--- src/rtl/lpcg_pkg.sv ---
package lpcg_pkg;
  typedef enum logic [1:0] {
    PM_RUN   = 2'd0,
    PM_SLEEP = 2'd1,
    PM_STOP  = 2'd2,
    PM_WAKE  = 2'd3
  } pmode_t;
endpackage

--- src/rtl/lpcg_mode_fsm.sv ---
module lpcg_mode_fsm
  import lpcg_pkg::*;
#(
  parameter int STAB_CYCLES = 16
) (
  input  logic   clk,
  input  logic   rst_n,
  input  logic   sleep_req,
  input  logic   stop_req,
  input  logic   wake_evt,
  output pmode_t mode
);
  localparam int CW = $clog2(STAB_CYCLES + 1);
  localparam logic [CW-1:0] LAST = CW'(STAB_CYCLES - 1);

  pmode_t        mode_q, mode_d;
  logic [CW-1:0] stab_q, stab_d;

  always_comb begin
    mode_d = mode_q;
    stab_d = stab_q;
    unique case (mode_q)
      PM_RUN: begin
        if (stop_req)       mode_d = PM_STOP;
        else if (sleep_req) mode_d = PM_SLEEP;
      end
      PM_SLEEP: begin
        if (wake_evt)       mode_d = PM_RUN;
        else if (stop_req)  mode_d = PM_STOP;
      end
      PM_STOP: begin
        if (wake_evt) begin
          mode_d = PM_WAKE;
          stab_d = '0;
        end
      end
      PM_WAKE: begin
        if (stab_q == LAST) mode_d = PM_RUN;
        else                stab_d = stab_q + 1'b1;
      end
      default: mode_d = PM_RUN;
    endcase
  end

  always_ff @(posedge clk or negedge rst_n) begin
    if (!rst_n) begin
      mode_q <= PM_RUN;
      stab_q <= '0;
    end else begin
      mode_q <= mode_d;
      stab_q <= stab_d;
    end
  end

  assign mode = mode_q;
endmodule

--- src/rtl/lpcg_gate_logic.sv ---
module lpcg_gate_logic
  import lpcg_pkg::*;
#(
  parameter int N_PERIPH = 4
) (
  input  pmode_t              mode,
  input  logic [N_PERIPH-1:0] periph_en,
  input  logic                dma_en,
  input  logic                flash_slp_off,
  input  logic                sram_slp_off,
  output logic                cpu_ce,
  output logic                flash_ce,
  output logic                sram_ce,
  output logic                dma_ce,
  output logic [N_PERIPH-1:0] periph_ce,
  output logic                bridge_ce,
  output logic                hs_osc_on
);
  logic in_run, in_sleep, bus_live;

  assign in_run   = (mode == PM_RUN);
  assign in_sleep = (mode == PM_SLEEP);
  assign bus_live = in_run | in_sleep;

  assign cpu_ce    = in_run;
  assign flash_ce  = in_run | (in_sleep & ~flash_slp_off);
  assign sram_ce   = in_run | (in_sleep & ~sram_slp_off);
  assign dma_ce    = bus_live & dma_en;
  assign bridge_ce = in_run | (in_sleep & (|periph_en));
  assign hs_osc_on = (mode != PM_STOP);

  for (genvar i = 0; i < N_PERIPH; i++) begin : g_pgate
    assign periph_ce[i] = bus_live & periph_en[i];
  end
endmodule

--- src/rtl/lpcg_lsi_wdg.sv ---
module lpcg_lsi_wdg #(
  parameter int LSI_DLY = 8
) (
  input  logic clk,
  input  logic rst_n,
  input  logic lsi_sw_en,
  input  logic wdg_hw_opt,
  input  logic wdg_sw_start,
  output logic lsi_en,
  output logic wdg_ce
);
  localparam int DW = $clog2(LSI_DLY + 1);
  localparam logic [DW-1:0] DONE = DW'(LSI_DLY);

  logic          wdg_lock_q;
  logic [DW-1:0] warm_q;
  logic          lsi_ready;

  assign lsi_en    = lsi_sw_en | wdg_lock_q;
  assign lsi_ready = (warm_q == DONE);
  assign wdg_ce    = wdg_lock_q & lsi_ready;

  always_ff @(posedge clk or negedge rst_n) begin
    if (!rst_n) begin
      wdg_lock_q <= 1'b0;
      warm_q     <= '0;
    end else begin
      if (wdg_hw_opt | wdg_sw_start) wdg_lock_q <= 1'b1;
      if (!lsi_en)         warm_q <= '0;
      else if (!lsi_ready) warm_q <= warm_q + 1'b1;
    end
  end
endmodule

--- src/rtl/lp_clkgate_ctrl.sv ---
module lp_clkgate_ctrl
  import lpcg_pkg::*;
#(
  parameter int N_PERIPH    = 4,
  parameter int STAB_CYCLES = 16,
  parameter int LSI_DLY     = 8
) (
  input  logic                clk,
  input  logic                rst_n,
  input  logic                sleep_req,
  input  logic                stop_req,
  input  logic                wake_evt,
  input  logic [N_PERIPH-1:0] periph_en,
  input  logic                dma_en,
  input  logic                flash_slp_off,
  input  logic                sram_slp_off,
  input  logic                lsi_sw_en,
  input  logic                wdg_hw_opt,
  input  logic                wdg_sw_start,
  output logic                cpu_ce,
  output logic                flash_ce,
  output logic                sram_ce,
  output logic                dma_ce,
  output logic [N_PERIPH-1:0] periph_ce,
  output logic                bridge_ce,
  output logic                hsi_en,
  output logic                hsi14_en,
  output logic                hse_en,
  output logic                pll_en,
  output logic                lsi_en,
  output logic                wdg_ce
);
  pmode_t mode;
  logic   hs_osc_on;

  lpcg_mode_fsm #(.STAB_CYCLES(STAB_CYCLES)) u_fsm (
    .clk       (clk),
    .rst_n     (rst_n),
    .sleep_req (sleep_req),
    .stop_req  (stop_req),
    .wake_evt  (wake_evt),
    .mode      (mode)
  );

  lpcg_gate_logic #(.N_PERIPH(N_PERIPH)) u_gate (
    .mode          (mode),
    .periph_en     (periph_en),
    .dma_en        (dma_en),
    .flash_slp_off (flash_slp_off),
    .sram_slp_off  (sram_slp_off),
    .cpu_ce        (cpu_ce),
    .flash_ce      (flash_ce),
    .sram_ce       (sram_ce),
    .dma_ce        (dma_ce),
    .periph_ce     (periph_ce),
    .bridge_ce     (bridge_ce),
    .hs_osc_on     (hs_osc_on)
  );

  lpcg_lsi_wdg #(.LSI_DLY(LSI_DLY)) u_lsi (
    .clk          (clk),
    .rst_n        (rst_n),
    .lsi_sw_en    (lsi_sw_en),
    .wdg_hw_opt   (wdg_hw_opt),
    .wdg_sw_start (wdg_sw_start),
    .lsi_en       (lsi_en),
    .wdg_ce       (wdg_ce)
  );

  assign hsi_en   = hs_osc_on;
  assign hsi14_en = hs_osc_on;
  assign hse_en   = hs_osc_on;
  assign pll_en   = hs_osc_on;
endmodule

--- config.mk ---
export PLATFORM = sky130hd
export DESIGN_NAME = lp_clkgate_ctrl
export DESIGN_NICKNAME = d
export VERILOG_FILES = /design/src/rtl/lpcg_pkg.sv /design/src/rtl/lpcg_mode_fsm.sv /design/src/rtl/lpcg_gate_logic.sv /design/src/rtl/lpcg_lsi_wdg.sv /design/src/rtl/lp_clkgate_ctrl.sv
export SDC_FILE = /design/constraint.sdc
export NUM_CORES = 1
export LEC_CHECK = 0
export BUFFER_PORTS_ARGS = -buffer_cell sky130_fd_sc_hd__buf_2
export CAP_MARGIN = 0
export CORE_MARGIN = 3
export CORE_UTILIZATION = 25
export CTS_CLUSTER_DIAMETER = 50
export DETAILED_ROUTE_END_ITERATION = 7
export GPL_ROUTABILITY_DRIVEN = 0
export PLACE_DENSITY_LB_ADDON = 0.12
export SETUP_SLACK_MARGIN = 0.4
export SLEW_MARGIN = 20
export SYNTH_ARGS = -nofsm -noshare
export SYNTH_HDL_FRONTEND = slang
export SYNTH_HIERARCHICAL = 1
export SYNTH_SLANG_ARGS = --single-unit
--- constraint.sdc ---
create_clock -name clk -period 2.08 [get_ports clk]
set_input_delay 0.208 -clock clk [delete_from_list [all_inputs] [get_ports clk]]
set_output_delay 0.208 -clock clk [all_outputs]
set_load 0.02 [all_outputs]
* Word-level counts from Yosys, hierarchy flattened
Cells that the tools add are included.
Storage, ports and cells: register bits after elaboration 12, input port bits 15, output and inout bits 15, word-level logic and storage cells 52
Cells by class: $add $sub $neg 2, eq/ne operators 12, mux-type cells 12, bitwise operators 17, reductions and logical operators 5
Operator list (number):
- 2-bit two-way mux | 6
- 5-bit two-way mux | 2
- 5-bit one-hot mux with 2 select lines | 1
- 1-bit AND | 9
- 4-bit two-way mux | 2
- 2-bit != test (second input constant) | 4
- 2-bit one-hot mux with 4 select lines | 1
- 3-bit != test (second input constant) | 2
- 1-bit OR | 6
- 5-bit by 1-bit adder with 5-bit output (second input constant) | 1
- 5-bit by 4-bit == test with 1-bit output (second input constant) | 1
- 4-bit by 1-bit adder with 4-bit output (second input constant) | 1
- 2-bit == test (second input constant) | 2
- 4-bit == test (second input constant) | 1
- 4-bit AND reduction | 1
- 4-bit OR reduction | 1
- 3-bit AND reduction | 1
- 2-bit by 1-bit == test with 1-bit output (second input constant) | 1
- 2-bit zero test | 1
- 2-bit by 1-bit != test with 1-bit output (second input constant) | 1
- 1-bit inverter | 2
- 2-bit nonzero test | 1

* Depth between registers and ports, before layout
Gate-level depths: netlist (run 1).
word-level depth 3, depth in mapped cells 6, mapped depth without buffers 6

* Cells and area by module
Netlist (run 1), hierarchy kept.
By module, submodules not included:
- lpcg_mode_fsm | instances 1, cells an instance 41, area an instance 406.6 µm², sequential area each 175.2 µm²
- lpcg_lsi_wdg | instances 1, cells an instance 26, area an instance 265.3 µm², sequential area each 125.1 µm²
- lpcg_gate_logic | instances 1, cells an instance 12, area an instance 76.3 µm², sequential area each 0.0 µm²
- lp_clkgate_ctrl | instances 1, cells an instance 3, area an instance 22.5 µm², sequential area each 0.0 µm²

* Worst setup path before layout (run 1)
No wires, ideal clock.
path kind flip-flop to flip-flop, start point reg u_fsm.stab_q[0], end point reg u_fsm.stab_q[2], setup time 121 ps, arrival 1503 ps, data required time 1959 ps, slack 456 ps, stages on the path, launching flop included 7, buffers on the path 0, period minus slack after synthesis 1624 ps, path through dfrtp_1 > ha_1 > and3_1 > ha_1 > nand2b_1 > o2bb2ai_2 > a22o_1
On the way: longest elaborated chain between the ends 3, elaborated cells on any way between the ends 6, those cells by class 1 x add/sub; 2 x eq/ne; 2 x mux; 1 x reduce/logical
Ends and longest elaborated chain:
- start, declared | RTL line lpcg_mode_fsm.sv:17 | logic [CW-1:0] stab_q, stab_d;
- start signal, assigned | RTL line lpcg_mode_fsm.sv:51 | stab_q <= stab_d;
- 5-bit by 1-bit adder with 5-bit output or 5-bit by 4-bit == test with 1-bit output (tied branches) | RTL line lpcg_mode_fsm.sv:39, lpcg_mode_fsm.sv:38
- 5-bit two-way mux or 2-bit != test (tied branches)
- 5-bit one-hot mux with 2 select lines or 3-bit AND reduction (tied branches)
Several ways; a longest one is shown, not always the timed one. The select of a mux whose other input is x is not followed. A chain may end at the register's enable or synchronous reset.

* Worst setup path after layout (run 1)
start point reg u_fsm.stab_q[1], end point reg u_fsm.stab_q[2]
Same word-level chain as after synthesis.

==> summary by stage, run 1 <==
Worst hold path
The number of cells on the worst hold path is 2. In this run the worst hold path is classified as input port to flop.

Global route
The all-layer global routing usage is 9.13%. For this run the aggregate overflow at the end of global routing stands at 0. The via count of the first global-routing pass was 618. The initial antenna violation count is 0. The pin count of the biggest net entering global routing is 18. The first global-routing pass estimated 2570 microns of wire.

Power
The worst-case vdd ir drop is 0.507 mV. The design draws 0.00127 W. For this design the ratio of total power to cell area is 1280 mW/mm^2. The leakage power figure is 0.505 nW.

Clock tree
The insertion delay to the later sink of the worst-skew pair is 270 ps. Counting the buffers created by CTS gives 3. The number of sinks driven by the clock tree is 12. The tree is rooted in a clkbuf_4. The CTS clock-pin slew for the worst setup and hold paths is 80 ps. The longest clock path from root to sink contains 2 buffers.

The CTS tree is yes. The H-tree level count is 1.

Floorplan
The floorplan has 19 rows. Once the floorplan was initialized, standard cells occupied 27.0% of the core. 30 I/O pins were placed. The area of the die is 0.00379 sq mm. The area inside the core boundary is 0.00285 sq mm. The floorplan step set the die height to 61.5 microns. The die is 61.5 microns wide.

Synth
The post-synthesis async set-or-reset flop share is 100%. The synthesized netlist net count is 101. The commonest register cell after synthesis is dfrtp_1. In this run the biggest area consumer among cell types represents 39.0% of the synthesized area.

The most frequent cell after synthesis is dfrtp_1. After synthesis the cells add up to 771 sq um. By area the synthesized netlist is led by dfrtp_1, ha_1, a22o_1, nand2_1, inv_1.

The flop and latch count out of synthesis is 12. The sequential element share of the synthesized area is 39.0%. The post-synthesis area per instance is 9.40 sq um. The Yosys step of the flow raised 6 warnings. By count the netlist is led by dfrtp_1, nand2_1, inv_1.

In this run, synthesis inferred 0 flip-flops with an integrated enable. The cell accounting for the most synthesized area is dfrtp_1. In this run, distinct cell masters in the synthesized netlist total 30.

The cell count after synthesis came out at 82.

Setup path
STA classifies the critical path startpoint as a flop. Measured in cells, the most critical reg-to-reg path has a length of 6. At the worst endpoint, the required time is 2250 ps. STA puts the critical path data arrival time at 1800 ps.

The start-to-end type of the worst setup path is flop to flop. STA classifies the critical path endpoint as a flop. In this run the worst path has a maximum fanout of 8.

STA
The final clock skew is 0.324 ps. The achievable frequency is 0.614 GHz. The minimum period implied by the final worst setup slack is 1630 ps. The total count of max-transition violations in the final report is 0. Final hold analysis gives a worst-case slack of 120 ps. Setup repair after global routing left no endpoint under its margin. The worst slew margin relative to its limit is 64.0%. The number of hold-slack violations in the final timing report was 0. Setup violations remaining at the end of the flow were counted as 0.

In the finished design, the share of the clock period the worst path needs comes to 78.3%. For the pin with the worst max-slew slack, the measured transition is 540 ps. In the final timing run, aggregate negative setup slack is 0 ps.

Job
The max-cap check violation count is 0.

Placed design
The number of cells in the design after placement is 137. The area of placed instances is 922 sq um. Port buffering added 29 buffers.

The half-perimeter wire length after placement is 1230 microns.

Drt
The count of nets left with antenna violations once routing finished came out at 0. In the routed layout, each cell is associated on average with a via count of 4.71. For this run, design rule violations remaining after detail routing come to 0.

The number of vias in the routed layout is 674. The sum of routed wire length over all layers is 1660 microns. The DRC marker count from the first detailed-route iteration is 27. The average detailed-routed wire length per instance is 11.6 microns.

The pre-antenna-repair detailed-routing pass consisted of 4 iterations.

Final layout
The number of antenna diodes in the final layout is 0. After the flow finishes, the layout carries non-filler instances totaling 143. The final non-filler cell area is 991 sq um. The signed area change from the synthesized netlist to the final layout is 28.6%. Fill cells in the final layout number 299. The final net count is 132. Cells with a size suffix above 1 make up 37.5% of the layout.

Status
The flow ran to the end, and the final reports show no timing, DRC or antenna violations.
-- path summary, 6_finish.rpt --
path / startpoint / end / slack, ps
max in group asynchronous: rst_n / u_lsi/warm_q[1] / 1520
worst min register to register: u_lsi/wdg_lock_q / u_lsi/wdg_lock_q / 500
worst max-delay path: u_fsm/stab_q[1] / u_fsm/stab_q[2] / 450
worst max register to register: u_fsm/stab_q[1] / u_fsm/stab_q[2] / 450
worst min-delay path: wdg_hw_opt / u_lsi/wdg_lock_q / 120
min in group asynchronous: rst_n / u_fsm/mode[0] / 340
-- cell type report --
class / count / area (sq um) / area share (%)
clock buffer: 4 / 36.3 / 3.66
inverter: 7 / 26.3 / 2.65
multi-input combinational: 58 / 427 / 43.1
sequential: 12 / 300 / 30.3
tap: 31 / 38.8 / 3.91
timing repair buffer: 31 / 163 / 16.4
-- routing by layer --
layer  up-vias  global-route usage (%)  share of wire (%)
met4         0                    3.94                1.6
met1       319                    11.2                 44
li1        340                       -                  -
met5         -                       0                  0
met2        11                    14.2                 51
met3         4                    3.56                3.2
-- repair_timing --
item | in CTS | in global routing
setup buffers | 0 | 1
gates cloned | 0 | 0
endpoints found under the hold margin | 12 | 0
pin swaps | 0 | 1
gates resized for setup | 1 | 3
endpoints found under the setup margin | 5 | 5
hold buffers | 1 | 0
-- cells by family after synthesis --
family                     count (synthesis)  share of synthesized area (%)
buffers and inverters                     12                           7.63
adders and majority gates                  4                           6.49
AOI/OAI and AO/OA                         18                           17.2
xor gates and xnor gates                   2                           2.27
and+or+nand+nor                           32                           24.8
muxes                                      2                           2.60
DFF                                       12                           39.0
-- cell usage in the layout (no fill, tap or decap), drive strengths merged, types with 2 or more instances in the layout --
cell,count
a21oi,5
clkbuf,4
nand2,8
buf,30
nor2,6
a22o,4
inv,7
ha,4
nand2b,5
nand3b,2
dfrtp,12
nand3,2
mux2i,2
o21ai,4
nor2b,5
-- state kept, by name, summed over array words and instances, names as in the netlist --
name              cells
u_fsm/mode            2
u_lsi/warm_q          4
u_fsm/stab_q          5
u_lsi/wdg_lock_q      1
-- report_power, final --
group / internal [W] / switching, W
Combinational: 0.000300 / 0.000306
Clock: 0.000106 / 0.0000796
Sequential: 0.000333 / 0.000147
Total: 0.000739 / 0.000532
-- critical path: stages (launching register included) --
cell and delay, ps:
dfrtp_1 420, ha_2 200, and3_1 210, ha_4 190
nand2b_1 160, o2bb2ai_2 120, a22o_1 220
-- through the flow --
| stage | util (%) | setup WS (ps) |
|---|---|---|
| after floorplan | - | 456 |
| after global placement | 32.3 | 395 |
| after detailed placement | 32.3 | 358 |
| after CTS | 34.0 | 412 |
| after global routing | 34.7 | 394 |
| final | 34.7 | 451 |
(Power assumes the default switching activity.)
==> inputs of run 2 (changes only) <==
==> constraint.sdc (replaced) <==
create_clock -name clk -period 1.35 [get_ports clk]
set_input_delay 0.135 -clock clk [delete_from_list [all_inputs] [get_ports clk]]
set_output_delay 0.135 -clock clk [all_outputs]
set_load 0.02 [all_outputs]
==> summary by stage, run 2 (synthesis results as in run 1) <==
STA
The total count of max-transition violations in the final report was 0 (unchanged). The achievable frequency is 0.672 GHz (+9.4%). The minimum period implied by the final worst setup slack is 1490 ps (-140 ps). The worst hold slack after final layout was 51.6 ps (-67.9 ps).

Setup repair after global routing could not meet its margin everywhere. The portion of the clock cycle consumed by the worst path in the final layout is 110% (+32 points). The pin slew with the least headroom to its limit is 330 ps (-210 ps). The final clock skew is 3.26 ps (+2.93 ps). The final setup violation count is 6 (+6). The worst slew margin relative to its limit is 77.8% (+14 points).

The number of hold-slack violations in the final timing report was 0 (unchanged). The least setup slack across all paths after layout is -139 ps (-590 ps). The final-layout setup total negative slack came to -541 ps (-541 ps).

Final layout
The final net count is 152 (+15%). The final cell count without fillers is 163 (+14%). The top cell types in the final layout, fill and taps aside, are buf_6, buf_2, buf_4. The antenna diode count is 0 (unchanged). The area occupied by multi-input gates is 616 sq um (+44%).

The register bank with the most flops is u_fsm/stab_q. The final non-filler cell area came to 0.00145 sq mm (+46%). The leading cell type in the layout, fill and taps excluded is buf_6. The sequential standard cell area was 303 sq um (+0.83%). The fraction of final layout cells with drive strength greater than 1 came to 67.4% (+30 points). The number of fillers in the final layout is 276 (-7.7%). The number of flip-flops under the largest register name came to 5 (unchanged). The area growth from synthesis to layout is 88.3%.

Drt
The number of remaining DRC errors came to 0 (unchanged). The sum of routed wire length over all layers is 1940 microns (+17%). The number of vias in the routed layout is 763 (+13%).

The DRC marker count from the first detailed-route iteration is 27 (unchanged). The average detailed-routed wire length per instance is 11.9 microns (+2.3%). The number of antenna-violating nets in the routed design is 0 (unchanged). The count of TritonRoute iterations in the first routing pass is 3 (-1).

The per-cell via count in the routed design is 4.68 (-0.69%).

Floorplan
The die extent in y is 61.5 microns (unchanged). The area of the die is 0.00379 sq mm (unchanged). The starting density of the core is 27.0% (unchanged). The number of core rows is 19 (unchanged).

The area inside the core boundary came to 0.00285 sq mm (unchanged). The chip width is 61.5 microns (unchanged). The number of top-level pins is 30 (unchanged).

Global route
The pin count of the biggest net entering global routing was 13 (-5). The first-pass GRT wire length came to 3120 microns (+22%). The via count of the first global-routing pass came to 734 (+19%). The total congestion overflow is 0 (unchanged). The initial antenna violation count was 0 (unchanged). The all-layer global routing usage was 11.2% (+2.1 points).

Setup path
The required time at the worst-slack endpoint came to 1520 ps (-730 ps). The capture instance of the worst register-to-register path is u_fsm/stab_q[3]. The critical path is of the flop to flop type. The worst reg-to-reg setup slack came to -140 ps (-590 ps).

The worst setup path is launched from a flop. Walking the worst path, the cells encountered are ha_4 > and3_4 > ha_4 > nand4b_1 > o311ai_2. In this run the critical register-to-register path is launched from u_fsm/stab_q[1]. The signal arrival time at the worst endpoint came to 1660 ps (-140 ps).

The library cell contributing the largest single delay on the critical path is dfrtp_1. STA classifies the critical path endpoint as a flop. The path depth of the worst reg2reg path is 5 (-1). The highest net fanout along the worst path is 7 (-1). The peak per-stage delay on the critical path is 420 ps (about the same). The most numerous cell type found on the critical path is ha_4.

Placed design
The number of buffers inserted by port buffering was 29 (unchanged). The post-placement worst setup slack is -135 ps (-493 ps). The number of cells in the design after placement is 148 (+8.0%). The area of placed instances is 0.00114 sq mm (+24%). The half-perimeter wire length after placement was 1440 microns (+17%).

Worst hold path
In this run the worst hold path is classified as input port to flop. The path with the worst hold slack has its endpoint at u_lsi/wdg_lock_q. The startpoint identified for the worst hold timing path is wdg_hw_opt. The number of cells on the worst hold path is 2 (unchanged).

Clock tree
The number of buffers on the longest clock path is 2 (unchanged). The clock buffer count from CTS is 3 (unchanged). The root buffer selected by CTS is clkbuf_4.

The H-tree level count was 1 (unchanged). The insertion delay to the later sink of the worst-skew pair is 260 ps (about the same). The CTS clock-pin slew for the worst setup and hold paths is 80 ps (about the same).

The number of sinks driven by the clock tree is 12 (unchanged). The CTS tree is yes.

Job
The max-cap check violation count is 0 (unchanged).

Status
The checks that failed: negative setup slack. The run finished, with violations left.

Power
The power density normalized to cell area is 1910 mW/mm^2 (+49%). The worst-case vdd ir drop is 1.05 mV (+110%). The leakage power figure is 0.683 nW (+35%).
## run 2: cell type report
cell class | count | share of cell area, %
inverters | 7 | 1.81
clock buffers | 4 | 1.81
multi-input cells | 58 | 42.4
well taps | 31 | 2.67
repair buffers | 51 | 30.4
flip-flops and latches | 12 | 20.9
## run 2: through the flow
step	power [W]	util, %
after floorplan	0.00167	-
after global placement	0.00202	40.1
after detailed placement	0.00204	40.1
after CTS	0.00276	50.1
after global routing	0.00302	50.9
final	0.00277	50.9
## run 2: worst max-delay path by stage
stage                          startpoint               to  slack (ps)  cells after the start
final                     u_fsm/stab_q[1]  u_fsm/stab_q[3]        -140                      5
after global placement    u_fsm/stab_q[1]  u_fsm/stab_q[2]        -100                      6
after floorplan           u_fsm/stab_q[0]  u_fsm/stab_q[2]        -140                      6
after global routing      u_fsm/stab_q[1]  u_fsm/stab_q[3]        -210                      6
after CTS                 u_fsm/stab_q[1]  u_fsm/stab_q[3]        -160                      5
after detailed placement  u_fsm/stab_q[1]  u_fsm/stab_q[3]        -140                      6
## run 2: what timing repair did
item                                    4_1_cts  5_1_grt
endpoints found under the setup margin       25       26
buffers inserted                              8        2
hold buffers                                  1        0
endpoints found under the hold margin        12        0
pin swaps                                     5        3
gates resized for setup                      54        2
## run 2: report_power, final
group          internal, W  total (W)  switching [W]
clock             0.000114   0.000232       0.000118
combinational      0.00104    0.00187       0.000828
sequential        0.000518   0.000672       0.000154
total              0.00167    0.00277        0.00110
## run 2: per-layer routing
metal,track usage [%],vias to the layer above,wire length [microns]
met5,0,-,0
met1,13.2,371,819
met4,3.64,0,20
li1,-,380,-
met2,20.0,10,1050
met3,2.52,2,47
## run 2: worst max-delay path: cells and delay by family, from the launching register on
| family | cells | cell delay (ps) |
|---|---|---|
| adder cells (fa/ha/maj) | 2 | 340 |
| AND/OR/NAND/NOR | 2 | 400 |
| flip-flops | 1 | 420 |
| AO/OA/AOI/OAI | 1 | 240 |
